--- src/rtl/prot_or_bank_pkg.sv ---
package prot_or_bank_pkg;
    typedef enum logic [1:0] {
        XF_SHL     = 2'd0,
        XF_SHR     = 2'd1,
        XF_NIBSWAP = 2'd2,
        XF_BITREV  = 2'd3
    } xform_e;
endpackage

--- src/rtl/ob_decode.sv ---
module ob_decode #(
    parameter int ADDR_W = 24
) (
    input  logic [ADDR_W-1:0] addr,
    input  logic              wr,
    input  logic              rd,
    output logic              rd_hit,
    output logic              wr_data,
    output logic              wr_cmd,
    output logic              wr_bank,
    output logic              low_mb
);
    localparam logic [2:0] WIN_TAG = 3'b011;
    logic in_win;
    logic bank_half;

    always_comb begin
        in_win    = (addr[ADDR_W-1 -: 3] == WIN_TAG);
        bank_half = addr[ADDR_W-4];
        rd_hit    = rd && in_win;
        wr_data   = wr && in_win && !bank_half && !addr[1];
        wr_cmd    = wr && in_win && !bank_half &&  addr[1];
        wr_bank   = wr && in_win &&  bank_half;
        low_mb    = (addr[ADDR_W-1 -: 4] == 4'd0);
    end
endmodule

--- src/rtl/ob_alu.sv ---
module ob_alu
    import prot_or_bank_pkg::*;
#(
    parameter int DATA_W = 8
) (
    input  logic              clk,
    input  logic              rst_n,
    input  logic              wr_data,
    input  logic              wr_cmd,
    input  logic              rd_hit,
    input  logic [DATA_W-1:0] wdata,
    output logic [DATA_W-1:0] rd_value,
    output xform_e            mode_q,
    output logic [DATA_W-1:0] data_q
);
    localparam int HALF = DATA_W / 2;
    xform_e            mode_d;
    logic [DATA_W-1:0] rev;
    logic [DATA_W-1:0] xf;

    // mode register: any mode -> mode named by wdata[1:0] on a command write
    always_comb begin
        mode_d = mode_q;
        if (wr_cmd) mode_d = xform_e'(wdata[1:0]);
    end

    always_ff @(posedge clk) begin
        if (!rst_n) begin
            mode_q <= XF_SHL;
            data_q <= '0;
        end else begin
            mode_q <= mode_d;
            if (wr_data) data_q <= wdata;
        end
    end

    for (genvar i = 0; i < DATA_W; i++) begin : g_rev
        assign rev[i] = data_q[DATA_W-1-i];
    end

    always_comb begin
        unique case (mode_q)
            XF_SHL:     xf = data_q << 1;
            XF_SHR:     xf = data_q >> 1;
            XF_NIBSWAP: xf = {data_q[HALF-1:0], data_q[DATA_W-1:HALF]};
            XF_BITREV:  xf = rev;
        endcase
        rd_value = rd_hit ? xf : '0;
    end
endmodule

--- src/rtl/ob_bank.sv ---
module ob_bank #(
    parameter int          ADDR_W     = 24,
    parameter int          DATA_W     = 8,
    parameter int          BANK_SHIFT = 15,
    parameter logic [31:0] GUARD      = 32'h0001_0000,
    parameter logic [31:0] ROM_BYTES  = 32'h0020_0000
) (
    input  logic              clk,
    input  logic              rst_n,
    input  logic              wr_bank,
    input  logic              low_mb,
    input  logic [DATA_W-1:0] wdata,
    input  logic [ADDR_W-1:0] addr,
    output logic [ADDR_W-1:0] bank_q,
    output logic [ADDR_W-1:0] rom_addr
);
    logic [31:0] cand;
    logic        fits;

    always_comb begin
        cand = 32'(wdata) << BANK_SHIFT;
        fits = (cand + GUARD) < ROM_BYTES;
    end

    always_ff @(posedge clk) begin
        if (!rst_n)               bank_q <= '0;
        else if (wr_bank && fits) bank_q <= cand[ADDR_W-1:0];
    end

    always_comb rom_addr = low_mb ? (bank_q | addr) : addr;
endmodule

--- src/rtl/prot_or_bank.sv ---
module prot_or_bank
    import prot_or_bank_pkg::*;
#(
    parameter int          ADDR_W     = 24,
    parameter int          DATA_W     = 8,
    parameter int          BANK_SHIFT = 15,
    parameter logic [31:0] ROM_BYTES  = 32'h0020_0000
) (
    input  logic              clk,
    input  logic              rst_n,
    input  logic [ADDR_W-1:0] bus_addr,
    input  logic              bus_wr,
    input  logic [DATA_W-1:0] bus_wdata,
    input  logic              bus_rd,
    output logic [DATA_W-1:0] rd_data,
    output logic [ADDR_W-1:0] rom_addr
);
    logic              rd_hit, wr_data, wr_cmd, wr_bank, low_mb;
    xform_e            mode_q;
    logic [DATA_W-1:0] data_q;
    logic [ADDR_W-1:0] bank_q;

    ob_decode #(.ADDR_W(ADDR_W)) u_dec (
        .addr(bus_addr), .wr(bus_wr), .rd(bus_rd),
        .rd_hit(rd_hit), .wr_data(wr_data), .wr_cmd(wr_cmd),
        .wr_bank(wr_bank), .low_mb(low_mb)
    );

    ob_alu #(.DATA_W(DATA_W)) u_alu (
        .clk(clk), .rst_n(rst_n), .wr_data(wr_data), .wr_cmd(wr_cmd),
        .rd_hit(rd_hit), .wdata(bus_wdata), .rd_value(rd_data),
        .mode_q(mode_q), .data_q(data_q)
    );

    ob_bank #(
        .ADDR_W(ADDR_W), .DATA_W(DATA_W), .BANK_SHIFT(BANK_SHIFT),
        .ROM_BYTES(ROM_BYTES)
    ) u_bank (
        .clk(clk), .rst_n(rst_n), .wr_bank(wr_bank), .low_mb(low_mb),
        .wdata(bus_wdata), .addr(bus_addr), .bank_q(bank_q),
        .rom_addr(rom_addr)
    );
endmodule

--- config.mk ---
export PLATFORM = sky130hd
export DESIGN_NAME = prot_or_bank
export DESIGN_NICKNAME = d
export VERILOG_FILES = /design/src/rtl/prot_or_bank_pkg.sv /design/src/rtl/ob_decode.sv /design/src/rtl/ob_alu.sv /design/src/rtl/ob_bank.sv /design/src/rtl/prot_or_bank.sv
export SDC_FILE = /design/constraint.sdc
export NUM_CORES = 1
export LEC_CHECK = 0
export ABC_AREA = 1
export BUFFER_PORTS_ARGS = -buffer_cell sky130_fd_sc_hd__buf_2
export CAP_MARGIN = 20
export CORE_ASPECT_RATIO = 1.25
export CORE_MARGIN = 2
export CORE_UTILIZATION = 49
export CTS_CLUSTER_SIZE = 25
export DETAILED_ROUTE_END_ITERATION = 6
export PLACE_DENSITY = 0.85
export SETUP_SLACK_MARGIN = 0.2
export SYNTH_ARGS = -nofsm -noshare
export SYNTH_HDL_FRONTEND = slang
export SYNTH_HIERARCHICAL = 1
export SYNTH_SLANG_ARGS = --single-unit
--- constraint.sdc ---
create_clock -name clk -period 2.63 [get_ports clk]
set_input_delay 0.526 -clock clk [delete_from_list [all_inputs] [get_ports clk]]
set_output_delay 0.526 -clock clk [all_outputs]
set_load 0.005 [all_outputs]
==> results, run 1 <==
- The initial antenna violation count was 0.
- In this run the count of I/O pins placed on the die edge is 68.
- The total number of yosys warnings is 6.
- The endpoint identified for the worst register-to-register timing path is u_alu/mode_q[1]$_SDFFE_PN0P_.
- Cells with a size suffix above 1 make up between 20% and 30% of the layout.
- In the final layout, the multi-input gates occupy 638.1 um^2.
- The HPWL after detailed placement is around 2100 um.
- The relative max-transition margin is 74.65%.
- The area growth from synthesis to layout is 13.59%.
- The floorplan step set the die width to between 40 and 50 um.
- Global routing finished with a remaining overflow of 0.
- The final clock skew is 0 ns.
- At the worst endpoint, the required time is approximately 2.1 ns.
- The first global-routing pass estimated between 4000 and 5000 um of wire.
- The post-detailed-route via-to-cell ratio is roughly 5.
- For this run, the top clock speed supported by timing is 0.4835 GHz.
- The hold-critical path endpoint is u_bank/bank_q[22]$_SDFFE_PN0P_.
- Registers take 360.3 um^2.
- The worst setup path is of the register to primary output kind.
- The overall routing resource usage is a little under a fifth.
- The setup slack of the worst register-to-register path is ~1.7 ns.
- The initial detailed-routing violation count is 43.
- STA classifies the critical path startpoint as a register.
- The die boundary height is 59.67 um.
- The clock passes through at most 2 buffers.
- The clock transition time at the flip-flop clock pins of the worst setup and hold paths is ~0.10 ns.
- The smallest clock period supported by the final layout is computed as between 2 and 2.5 ns.
- The flow ran to the end, and the final reports show no timing, DRC or antenna violations.
- The pin count of the biggest net entering global routing is 18.
- The final setup TNS is 0 ns.
- In this run the core area contains 20 standard-cell rows.
- The count of hold-fix buffers inserted at cts is 0.
- The initial utilization of the core area, before any placement, comes to 50.57%.
- The total of cells resized after clock tree synthesis is 0.
- The leakage dissipation is 0.6888 nW.
- The beginning of the worst hold path is u_bank/bank_q[22]$_SDFFE_PN0P_.
- The core region is 2402 um^2.
- IR analysis of the VDD net gives a maximum drop of 0.3368 mV.
- The later pin in the worst-skew pair is clocked with a latency of 0.29 ns.
- The wire length per cell is 10.48 um.
- The number of buffers inserted by post-CTS setup repair is 0.
- The number of buffer cells added on primary ports is 39.
- The final count of negative-setup-slack endpoints is 0.
- The first detailed-routing pass ran for 4 iterations.
- The number of clock sinks is 18.
- The area of the die is approximately 2900 um^2.
- The average instance in the mapped netlist occupies ~6.4 um^2.
- Setup repair after global routing left no endpoint under its margin.
- Total power for the finished layout comes to 0.0005126 W.
- Max-cap violations in this run came to 0.
- The number of buffers inserted during clock tree synthesis is 3.
- The number of pins with negative max-slew slack in the final report was 0.
- The root buffer cell is sky130_fd_sc_hd__clkbuf_4.
- The worst path uses 78.64% of the clock period.
- TritonCTS built the clock tree.
- The tightest min-delay check is of the register to register type.
- The post-detailed-route DRC marker count is 0.
- The count of endpoints failing hold in the final timing report was 0.
- STA classifies the critical path endpoint as a primary output.
- Routability-driven placement finished with a final weighted congestion of 0.8067.
- The worst hold path passes through 2 cells.
- The summed instance area of the synthesized netlist is 1215 um^2.
- In this run the remaining antenna-violating nets after routing total 0.
- For the pin with the worst max-slew slack, the measured transition is about 0.38 ns.
- The number of nets produced by synthesis is 227.
- CTS built an H-tree with a depth of 1.
- Counting the fill cells in the layout gives 262.
- The power per cell area is 371.5 nW/um^2.
- The final routed wirelength across all metal layers is 2641 um.
- The via count of the first global-routing pass is 1,023.
- The startpoint identified for the worst register-to-register timing path is u_alu/mode_q[1]$_SDFFE_PN0P_.
- Measured in cells, the most critical reg-to-reg path has a length of 2.
- Along the worst path, the maximum fanout reaches 9.
- The final layout net count is approximately 260.
- The final antenna diode count is 0.
- Data on the critical path arrives at its endpoint at between 1.5 and 2 ns.
- The gate count after technology mapping is about 190.
- The total number of vias is 1,234.
==> stage by stage <==
| stage | std cells | util (%) | worst slack, ns | hold slack (ns) | instance area, um^2 |
|---|---|---|---|---|---|
| after floorplan | 191 | - | 0.7664 | 0.4230 | 1215 |
| after global placement | 248 | 55.73 | 0.4048 | 0.4392 | 1339 |
| after detailed placement | 248 | 55.73 | 0.3237 | 0.4434 | 1339 |
| after CTS | 252 | 57.24 | 0.3171 | 0.4592 | 1375 |
| after global routing | 252 | 57.45 | 0.4046 | 0.4745 | 1380 |
| final | 252 | 57.45 | 0.5618 | 0.4578 | 1380 |
==> final cells by class <==
type,count,share of cell area [%]
clock buffers,4,2.629
inverters,25,6.800
multi-input cells,131,46.24
flip-flops and latches,18,26.11
well taps,33,2.992
repair buffers,41,15.23
==> worst max-delay path by stage <==
stage,startpoint,endpoint,slack [ns],cells after the start
3_3_place_gp,bus_addr[20],rom_addr[22],0.40,6
4_1_cts,bus_addr[20],rom_addr[16],0.32,6
3_5_place_dp,bus_addr[20],rom_addr[16],0.32,6
6_report,u_alu/mode_q[1]$_SDFFE_PN0P_,rd_data[2],0.56,7
5_1_grt,u_alu/mode_q[1]$_SDFFE_PN0P_,rd_data[2],0.40,7
2_1_floorplan,bus_addr[22],rd_data[7],0.77,4
==> worst max-delay path, stage by stage, from the launching register on <==
cell and delay [ns]:
sky130_fd_sc_hd__dfxtp_1 0.56, sky130_fd_sc_hd__inv_2 0.13, sky130_fd_sc_hd__nor2_1 0.21, sky130_fd_sc_hd__nand2_1 0.07
sky130_fd_sc_hd__nand2_1 0.06, sky130_fd_sc_hd__nor2_1 0.04, sky130_fd_sc_hd__nor2_1 0.07, sky130_fd_sc_hd__buf_2 0.11
==> report_power, final <==
part           total (W)  leakage, nW  switching, W  internal (W)
combinational  0.0000672        0.523     0.0000371     0.0000301
sequential      0.000278        0.145    0.00000284      0.000275
clock           0.000168       0.0210     0.0000832     0.0000844
==> routing by layer <==
metal	wire length [um]	track usage, %	up-vias
met3	108	2.500	4
met2	1402	36.71	33
met1	1103	19.41	549
met4	26	7.347	0
li1	-	-	648
met5	0	0	-
==> sequential cells by signal, indices dropped and copies added, names as in the netlist <==
signal and count:
u_alu/mode_q 2, u_bank/bank_q 8, u_alu/data_q 8
==> layout by cell type, fill, tap and decap left out, types with 4 or more instances in the layout <==
master and count:
sky130_fd_sc_hd__nand2_1 30, sky130_fd_sc_hd__nor2_1 39, sky130_fd_sc_hd__inv_1 21, sky130_fd_sc_hd__a21o_1 4
sky130_fd_sc_hd__buf_2 39, sky130_fd_sc_hd__nand3_1 11, sky130_fd_sc_hd__o21ai_0 20, sky130_fd_sc_hd__dfxtp_1 18
sky130_fd_sc_hd__a21oi_1 7, sky130_fd_sc_hd__o21bai_1 4
Power figures use the tool's default switching activity.
==> run 2, diff against run 1 <==
CORE_UTILIZATION = 45   (was 49)
PLACE_DENSITY = 0.79   (was 0.85)
clock period = 2 ns   (was 2.63 ns; I/O delays follow)
==> run 2 against run 1 <==
Against the previous run:
- via count down 2.1%
- routed wire length up 0.57%
- count of clock-buffer cells in the layout down 1
- register-to-register slack worse by 0.41 ns
- non-clock buffer count up 2
- cell count up 0.79%
- critical path type is now input pin to primary output
==> results, run 2 (synthesis gave the netlist of run 1 again) <==
- The end of the worst register-to-register path is u_alu/data_q[3]$_SDFFE_PN0P_.
- Walking the worst path, the cells encountered are buf_2, nand2_1, nor3b_2, buf_4, o21ai_0, a21oi_1, buf_2.
- The number of routed nets with antenna violations is 0 (unchanged).
- The number of buffers inserted during clock tree synthesis is 3 (unchanged).
- The CTS tree is yes.
- The power per cell area is 448.0 nW/um^2 (+21%).
- The path class of the tightest hold or removal check is input pin to register.
- The actual transition at the worst max-transition pin is 0.2558 ns (-0.1239 ns).
- The logic depth of the worst register-to-register path is 2 (unchanged).
- The wire length per cell is 10.46 um (-0.22%).
- The fraction of layout instances using a drive strength above 1 is 28.64% (+2.2 points).
- The tree is rooted in a sky130_fd_sc_hd__clkbuf_4.
- The top cell types in the final layout, fill and taps aside, are 39 x sky130_fd_sc_hd__buf_2, 38 x sky130_fd_sc_hd__nor2_1, 30 x sky130_fd_sc_hd__nand2_1.
- The filler cell count is 291 (+11%).
- The initial antenna violation count was 0 (unchanged).
- The run finished with clean final reports.
- The met3 usage in global routing is 1.675% (-0.83 points).
- The met2 capacity usage during global routing came to 33.83% (-2.9 points).
- The setup slack of the worst register-to-register path was 1.30 ns (-0.41 ns).
- The worst setup path is captured at a primary output.
- The post-detailed-route DRC marker count is 0 (unchanged).
- The clock tree buffer depth is 2 (unchanged).
- The critical path data arrival time is 1.32 ns (-0.22 ns).
- The number of top-level design ports is 68 (unchanged).
- The number of max-cap violations is 0 (unchanged).
- The final layout net count is 258 (+0.78%).
- The startpoint identified for the worst hold timing path is bus_wdata[6].
- The path with the worst hold slack has its endpoint at u_alu/data_q[6]$_SDFFE_PN0P_.
- The peak ir drop on the vdd network is 0.3129 mV (-7.1%).
- The HPWL after detailed placement is 2118 um (+0.57%).
- The total number of vias is 1,208 (-2.1%).
- The number of non-filler instances in the completed layout is 254 (+0.79%).
- The global-route wire length before repair came to 4140 um (-1.3%).
- The final clock skew is 0 ns (unchanged).
- The final count of negative-setup-slack endpoints is 0 (unchanged).
- After layout, the worst path uses between 80% and 90% of the clock period.
- The number of pins with negative max-slew slack in the final report came to 0 (unchanged).
- The worst setup path is launched from an input pin.
- In this run the critical register-to-register path is launched from u_alu/data_q[3]$_SDFFE_PN0P_.
- The library cell used most frequently in the layout, excluding fill and tap cells, is sky130_fd_sc_hd__buf_2.
- The final setup TNS is 0 ns (unchanged).
- The overall routing resource usage is 17.03% (-1.3 points).
- The count of hold-fix buffers inserted at cts is 0 (unchanged).
- The final routed wirelength across all metal layers was 2656 um (+0.57%).
- The footprint of the multi-input gates came to 645.6 um^2 (+1.2%).
- The remaining global-route overflow was 0 (unchanged).
- The met1 usage was 19.09% (-0.32 points).
- The layer flagged by global routing as most heavily used is met2.
- The worst hold-check slack is 0.3625 ns (-0.09530 ns).
- The initial detailed-routing violation count is 30 (-30%).
- The gate family responsible for the most delay along the worst path is buffers and inverters.
- The number of buffer cells added on primary ports is 39 (unchanged).
- The die boundary height is 62.10 um (+4.1%).
- The horizontal die dimension is 50.48 um (+4.0%).
- The via count of the first global-routing pass is 999 (-2.3%).
- The relative max-transition margin is 82.94% (+8.3 points).
- The largest registers in the layout are u_alu/data_q: 8 flops, u_bank/bank_q: 8 flops, u_alu/mode_q: 2 flops.
- The clock latency on the worst-skew pair is 0.28 ns (about the same).
- The count of H-tree levels built during CTS is 1 (unchanged).
- The starting utilization of the core area is 46.24% (-4.3 points).
- The count of endpoints failing hold in the final timing report is 0 (unchanged).
- Setup repair after global routing left no endpoint under its margin.
- The first-pass iteration count of the detailed router came to 4 (unchanged).
- The path type of the worst setup path is input pin to primary output.
- The combined flip-flop and latch cell area is 367.9 um^2 (+2.1%).
- The area of the die is 3134 um^2 (+8.2%).
- The hold-critical path depth is 3 (+1).
- The pin count of the biggest net entering global routing is 18 (unchanged).
- The highest clock frequency the design can meet is 0.5800 GHz.
- Among the stages of the critical path, the cell type that occurs most often is sky130_fd_sc_hd__buf_2.
- The post-detailed-route via-to-cell ratio is 4.756 (-2.9%).
- The final antenna diode count is 0 (unchanged).
- The placer's final routability congestion estimate was 0.8061 (about the same).
- The longest individual stage delay on the worst path is 0.20 ns (-0.36 ns).
- The area growth from synthesis to layout is 15.24%.
- The number of standard-cell rows in the floorplan is 21 (+5.0%).
- The required time at the endpoint of the critical path is 1.60 ns (-0.50 ns).
- The critical path buffer and inverter count came to 3 (+1).
- On the critical path, the stage with the largest delay is an instance of sky130_fd_sc_hd__nor3b_2.
- The maximum net fanout on the critical path was 8 (-1).
- The leakage dissipation came to 0.6944 nW (+0.82%).
- The clock transition time at the flip-flop clock pins of the worst setup and hold paths came to 0.09 ns (about the same).
- The number of buffers inserted by post-CTS setup repair was 0 (unchanged).
- The number of placed instances, taps included is 251 (+1.2%).
- The number of clock sinks is 18 (unchanged).
- The standard cell core area came to 2628 um^2 (+9.4%).
- The time the worst path needs with I/O delays and setup is 1.724 ns.
[run 2: changes by cell type in the layout (fill, tap and decap cells not counted), sizes merged]
cell,delta
clkbuf,-1
buf,+2
[run 2: routing by layer]
metal  vias to the layer above  wire, um
met5                         -         0
met4                         0        14
met3                         2       137
met2                        34      1437
met1                       523      1066
li1                        649         -
[run 2: worst max path at each step]
stage / slack, ns / cells past startpoint / start / to
3_5_place_dp: 0.28 / 7 / bus_addr[22] / rd_data[7]
6_report: 0.28 / 7 / bus_addr[22] / rd_data[7]
3_3_place_gp: 0.31 / 7 / bus_addr[22] / rd_data[7]
5_1_grt: 0.17 / 7 / bus_addr[21] / rd_data[7]
4_1_cts: 0.27 / 7 / u_alu/mode_q[1]$_SDFFE_PN0P_ / rd_data[4]
2_1_floorplan: 0.39 / 4 / bus_addr[22] / rd_data[7]
[run 2: layout make-up]
| cell class | count | area share (%) |
|---|---|---|
| inverters | 25 | 6.881 |
| multi-input cells | 131 | 46.11 |
| flip-flops and latches | 18 | 26.27 |
| repair buffers | 43 | 16.09 |
| well taps | 34 | 3.038 |
| clock buffers | 3 | 1.609 |
[run 2: repair_timing]
item | CTS | global route
pin swaps | 0 | 1
endpoints found under the hold margin | 0 | 0
gates resized for setup | 2 | 7
setup endpoints to repair | 2 | 11
[run 2: worst register-to-register path: cells and delay by family, from the launching register on]
kind,cells,cell delay [ns]
AND/OR/NAND/NOR,1,0.05
AO/OA/AOI/OAI,1,0.20
flip-flops,1,0.35
[run 2: power by group]
part | internal (W) | switching [W] | leakage (nW) | total (W)
clock network | 0.0000699 | 0.000104 | 0.0138 | 0.000174
logic | 0.0000409 | 0.0000493 | 0.534 | 0.0000902
registers | 0.000359 | 0.00000346 | 0.147 | 0.000363
total | 0.000470 | 0.000157 | 0.694 | 0.000627
[run 2: stage by stage]
stage / area, um^2 / worst slack, ns / utilization, % / power (W)
finish: 1400 / 0.2758 / 53.29 / 0.0006272
global route: 1400 / 0.1679 / 53.29 / 0.0006583
CTS: 1380 / 0.2650 / 52.52 / 0.0006346
detailed placement: 1355 / 0.2798 / 51.57 / 0.0004614
global placement: 1355 / 0.3053 / 51.57 / 0.0004606
floorplan: 1215 / 0.3884 / - / 0.0004380
==> run 3, diff against run 2 <==
CORE_UTILIZATION = 44   (was 45)
SYNTH_HIERARCHICAL = not set   (was 1)
==> run 3 against run 2 <==
Against the previous run:
- register-to-register slack got worse by 0.13 ns
- power increased by 9.9%
- synthesized cell count increased by 4.2%
- clock skew unchanged
- maximum frequency decreased by 1.4%
- die area increased by 5.2%
- via count increased by 5.5%
- routed wire length increased by 11%
- critical path type is now register to primary output
==> results, run 3 <==
- The flow ran to the end, and the final reports show no timing, DRC or antenna violations.
- The global-route wire length before repair is 4664 um (+13%).
- The longest individual stage delay on the worst path is 0.42 ns (+0.22 ns).
- The total number of yosys warnings is 0 (-6).
- The fraction of layout instances using a drive strength above 1 is 30.43% (+1.8 points).
- The relative max-transition margin is 79.58% (-3.4 points).
- The met3 usage in global routing is 2.844% (+1.2 points).
- From synthesis to final layout, the design area changed by 17.55%.
- The actual transition at the worst max-transition pin is 0.3063 ns (+0.05042 ns).
- The sequential share of the synthesized area is roughly 29%.
- The synthesized design contains 0 enable-type register cells.
- The path type of the worst min-delay path is input pin to register.
- The met1 usage is 22.43% (+3.3 points).
- The via count of the first global-routing pass is 1,134 (+14%).
- The final setup TNS is 0 ns (unchanged).
- The gate family responsible for the most delay along the worst path is flip-flops.
- In the final layout, the registers with the most flip-flops are u_alu.data_q: 8 flops, u_bank.bank_q: 8 flops, u_alu.mode_q: 2 flops.
- The CTS tree is yes.
- Setup repair after global routing could not meet its margin everywhere.
- After synthesis, the cell types taking the most area are sky130_fd_sc_hd__dfxtp_1 29%, sky130_fd_sc_hd__inv_1 11%, sky130_fd_sc_hd__nand2_1 11%.
- The number of top-level design ports is 68 (unchanged).
- The critical path buffer and inverter count is 3 (unchanged).
- The filler cell count is 278 (-4.5%).
- The number of buffer cells added on primary ports came to 39 (unchanged).
- The time the worst path needs with I/O delays and setup is 1.749 ns (+0.02468 ns).
- The internal power consumption is 0.0005112 W (+8.7%).
- The footprint of the multi-input gates is 630.6 um^2 (-2.3%).
- The period utilization came to 87.44% (+1.2 points).
- The clock transition time at the flip-flop clock pins of the worst setup and hold paths is 0.11 ns (+0.02 ns).
- The first-pass iteration count of the detailed router is 4 (unchanged).
- The HPWL after detailed placement is 2199 um (+3.9%).
- The summed instance area of the synthesized netlist was 1255 um^2 (+3.3%).
- The total number of vias is 1,274 (+5.5%).
- The clock latency on the worst-skew pair came to 0.30 ns (+0.02 ns).
- The final total power is 0.0006892 W (+9.9%).
- The number of pins with negative max-slew slack in the final report came to 0 (unchanged).
- The combined flip-flop and latch cell area is 367.9 um^2 (unchanged).
- The final antenna diode count is 0 (unchanged).
- The area of the die is 3298 um^2 (+5.2%).
- The share of power burned in registers is 52.7% (-5.1 points).
- The number of routed nets with antenna violations is 0 (unchanged).
- The post-layout instance area was 1475 um^2 (+5.4%).
- The highest clock frequency the design can meet came to 0.5718 GHz (-1.4%).
- The final clock skew is 0 ns (unchanged).
- The maximum net fanout on the critical path is 7 (-1).
- The pin count of the biggest net entering global routing is 19 (+1).
- The overall routing resource usage is 18.07% (+1.0 points).
- The synthesized netlist contains 23 unique library cells.
- The fraction of power spent switching nets is 25.83% (+0.78 points).
- The placer's final routability congestion estimate is 0.8006 (-0.68%).
- In this run the clock root is driven by a sky130_fd_sc_hd__clkbuf_4.
- The horizontal die dimension came to 51.77 um (+2.6%).
- The commonest non-fill, non-tap cell in the layout is sky130_fd_sc_hd__buf_2.
- The average instance area after synthesis is 6.306 um^2 (-0.86%).
- The kind of start point of the critical path is a register.
- The number of standard-cell rows in the floorplan is 21 (unchanged).
- The post-synthesis register bit count is 18.
- The final count of negative-setup-slack endpoints is 0 (unchanged).
- The wire length per cell is 11.14 um (+6.6%).
- The number of max-cap violations came to 0 (unchanged).
- The power per cell area is 467.2 nW/um^2 (+4.3%).
- The final layout net count is 267 (+3.5%).
- sky130_fd_sc_hd__dfxtp_1 takes more of the synthesized area than any other cell.
- The met2 capacity usage during global routing is 30.93% (-2.9 points).
- The power share of the combinational group is 13.7% (-0.7 points).
- The flip-flop cell with the highest count after synthesis is sky130_fd_sc_hd__dfxtp_1.
- The count of hold-fix buffers inserted at cts is 0 (unchanged).
- The post-detailed-route DRC marker count was 0 (unchanged).
- The required time at the endpoint of the critical path is 1.60 ns (about the same).
- The critical path data arrival time came to 1.35 ns (+0.03 ns).
- The peak-usage layer in the global routing report is met2.
- The clock tree buffer depth is 2 (unchanged).
- The slowest cell on the critical path is sky130_fd_sc_hd__dfxtp_4.
- The leakage dissipation is 0.7484 nW (+7.8%).
- The initial detailed-routing violation count was 53 (+77%).
- The count of H-tree levels built during CTS is 1 (unchanged).
- The number of buffers inserted during clock tree synthesis is 3 (unchanged).
- The gate count after technology mapping came to 199 (+4.2%).
- The initial antenna violation count is 0 (unchanged).
- The signal on the critical path passes through inv_6, nor2_4, buf_6, nand2_2, a31oi_1, buf_2.
- The number of non-filler instances in the completed layout is 264 (+3.9%).
- The standard cell core area is 2706 um^2 (+3.0%).
- The final routed wirelength across all metal layers was 2942 um (+11%).
- The critical path is of the register to primary output type.
- The remaining global-route overflow was 0 (unchanged).
- The peak ir drop on the vdd network is 0.3822 mV (+22%).
- The starting utilization of the core area is 46.37% (+0.13 points).
- In the layout the commonest cells are 39 x sky130_fd_sc_hd__buf_2, 34 x sky130_fd_sc_hd__nand2_1, 32 x sky130_fd_sc_hd__inv_1.
- Counting flops with an async set or reset pin after synthesis yields a share of 0%.
- The number of nets produced by synthesis came to 235 (+3.5%).
- The clock network fraction of design power is 33.6% (+5.8 points).
- STA classifies the critical path endpoint as a primary output.
- The post-detailed-route via-to-cell ratio was 4.826 (+1.5%).
- The top cell type by area accounts for 28.71% of the synthesized area.
- The placed standard-cell area is 1350 um^2 (-0.37%).
- The number of placed instances, taps included is 253 (+0.80%).
- Ranked by instance count, the synthesized netlist is headed by 36 x sky130_fd_sc_hd__inv_1, 36 x sky130_fd_sc_hd__nand2_1, 31 x sky130_fd_sc_hd__nor2_1.
- The number of clock sinks is 18 (unchanged).
- The count of endpoints failing hold in the final timing report is 0 (unchanged).
- The die boundary height is 63.71 um (+2.6%).
- The net switching power of the design is 0.0001780 W (+13%).
==> run 3: layer usage <==
metal | part of all wire [%] | vias to the layer above
li1 | - | 671
met1 | 43 | 548
met2 | 50 | 49
met3 | 5.8 | 6
met4 | 1.5 | 0
met5 | 0 | -
==> run 3: stage by stage <==
step                      util [%]  hold slack (ns)  worst slack (ns)
after floorplan                  -           0.4516            0.6133
after global placement       49.88           0.4667            0.2577
after detailed placement     49.88           0.4772            0.2427
after CTS                    51.41           0.3414            0.2128
after global routing         54.51           0.3493            0.1487
final                        54.51           0.3483            0.2511
==> run 3: logic make-up (layout without fill, tap and decap cells) <==
kind of cell           after synthesis  count (layout)  share of synthesized area (%)
AND/OR/NAND/NOR                     91              91                          33.40
buffers and inverters               56              87                          22.43
AO/OA/AOI/OAI                       34              34                          15.45
flip-flops                          18              18                          28.71
==> run 3: power by group through the flow <==
stage / clock network [W] / registers [W] / logic, W
6_report: 0.000232 / 0.000363 / 0.0000941
5_1_grt: 0.000259 / 0.000364 / 0.000105
4_1_cts: 0.000236 / 0.000364 / 0.0000890
3_5_place_dp: 0 / 0.000373 / 0.0000880
3_3_place_gp: 0 / 0.000373 / 0.0000870
2_1_floorplan: 0 / 0.000372 / 0.0000714
==> run 3: final cells by class <==
cell class                 instances  area share [%]
timing repair buffer              46           17.05
tap                               34           2.884
clock buffer                       4           2.460
sequential                        18           24.94
multi-input combinational        125           42.75
inverter                          37           9.924
==> run 3: final timing paths <==
kind	cells past startpoint	startpoint	slack, ns	endpoint
min reg2reg	2	u_bank.bank_q[17]$_SDFFE_PN0P_	0.50	u_bank.bank_q[17]$_SDFFE_PN0P_
min	3	bus_wdata[7]	0.35	u_alu.data_q[7]$_SDFFE_PN0P_
max reg2reg	5	u_alu.mode_q[0]$_SDFFE_PN0P_	1.17	u_alu.mode_q[0]$_SDFFE_PN0P_
max	6	u_alu.mode_q[0]$_SDFFE_PN0P_	0.25	rd_data[5]
==> run 3: what timing repair did <==
action,in CTS,in global routing
pin swaps,0,5
setup buffers,0,7
setup endpoints to repair,8,12
resized for setup,4,13
==> run 3: worst min-delay path, delay by kind of cell <==
kind | cells | cell delay, ns
AND/OR/NAND/NOR | 2 | 0.12
buffers and inverters | 1 | 0.10
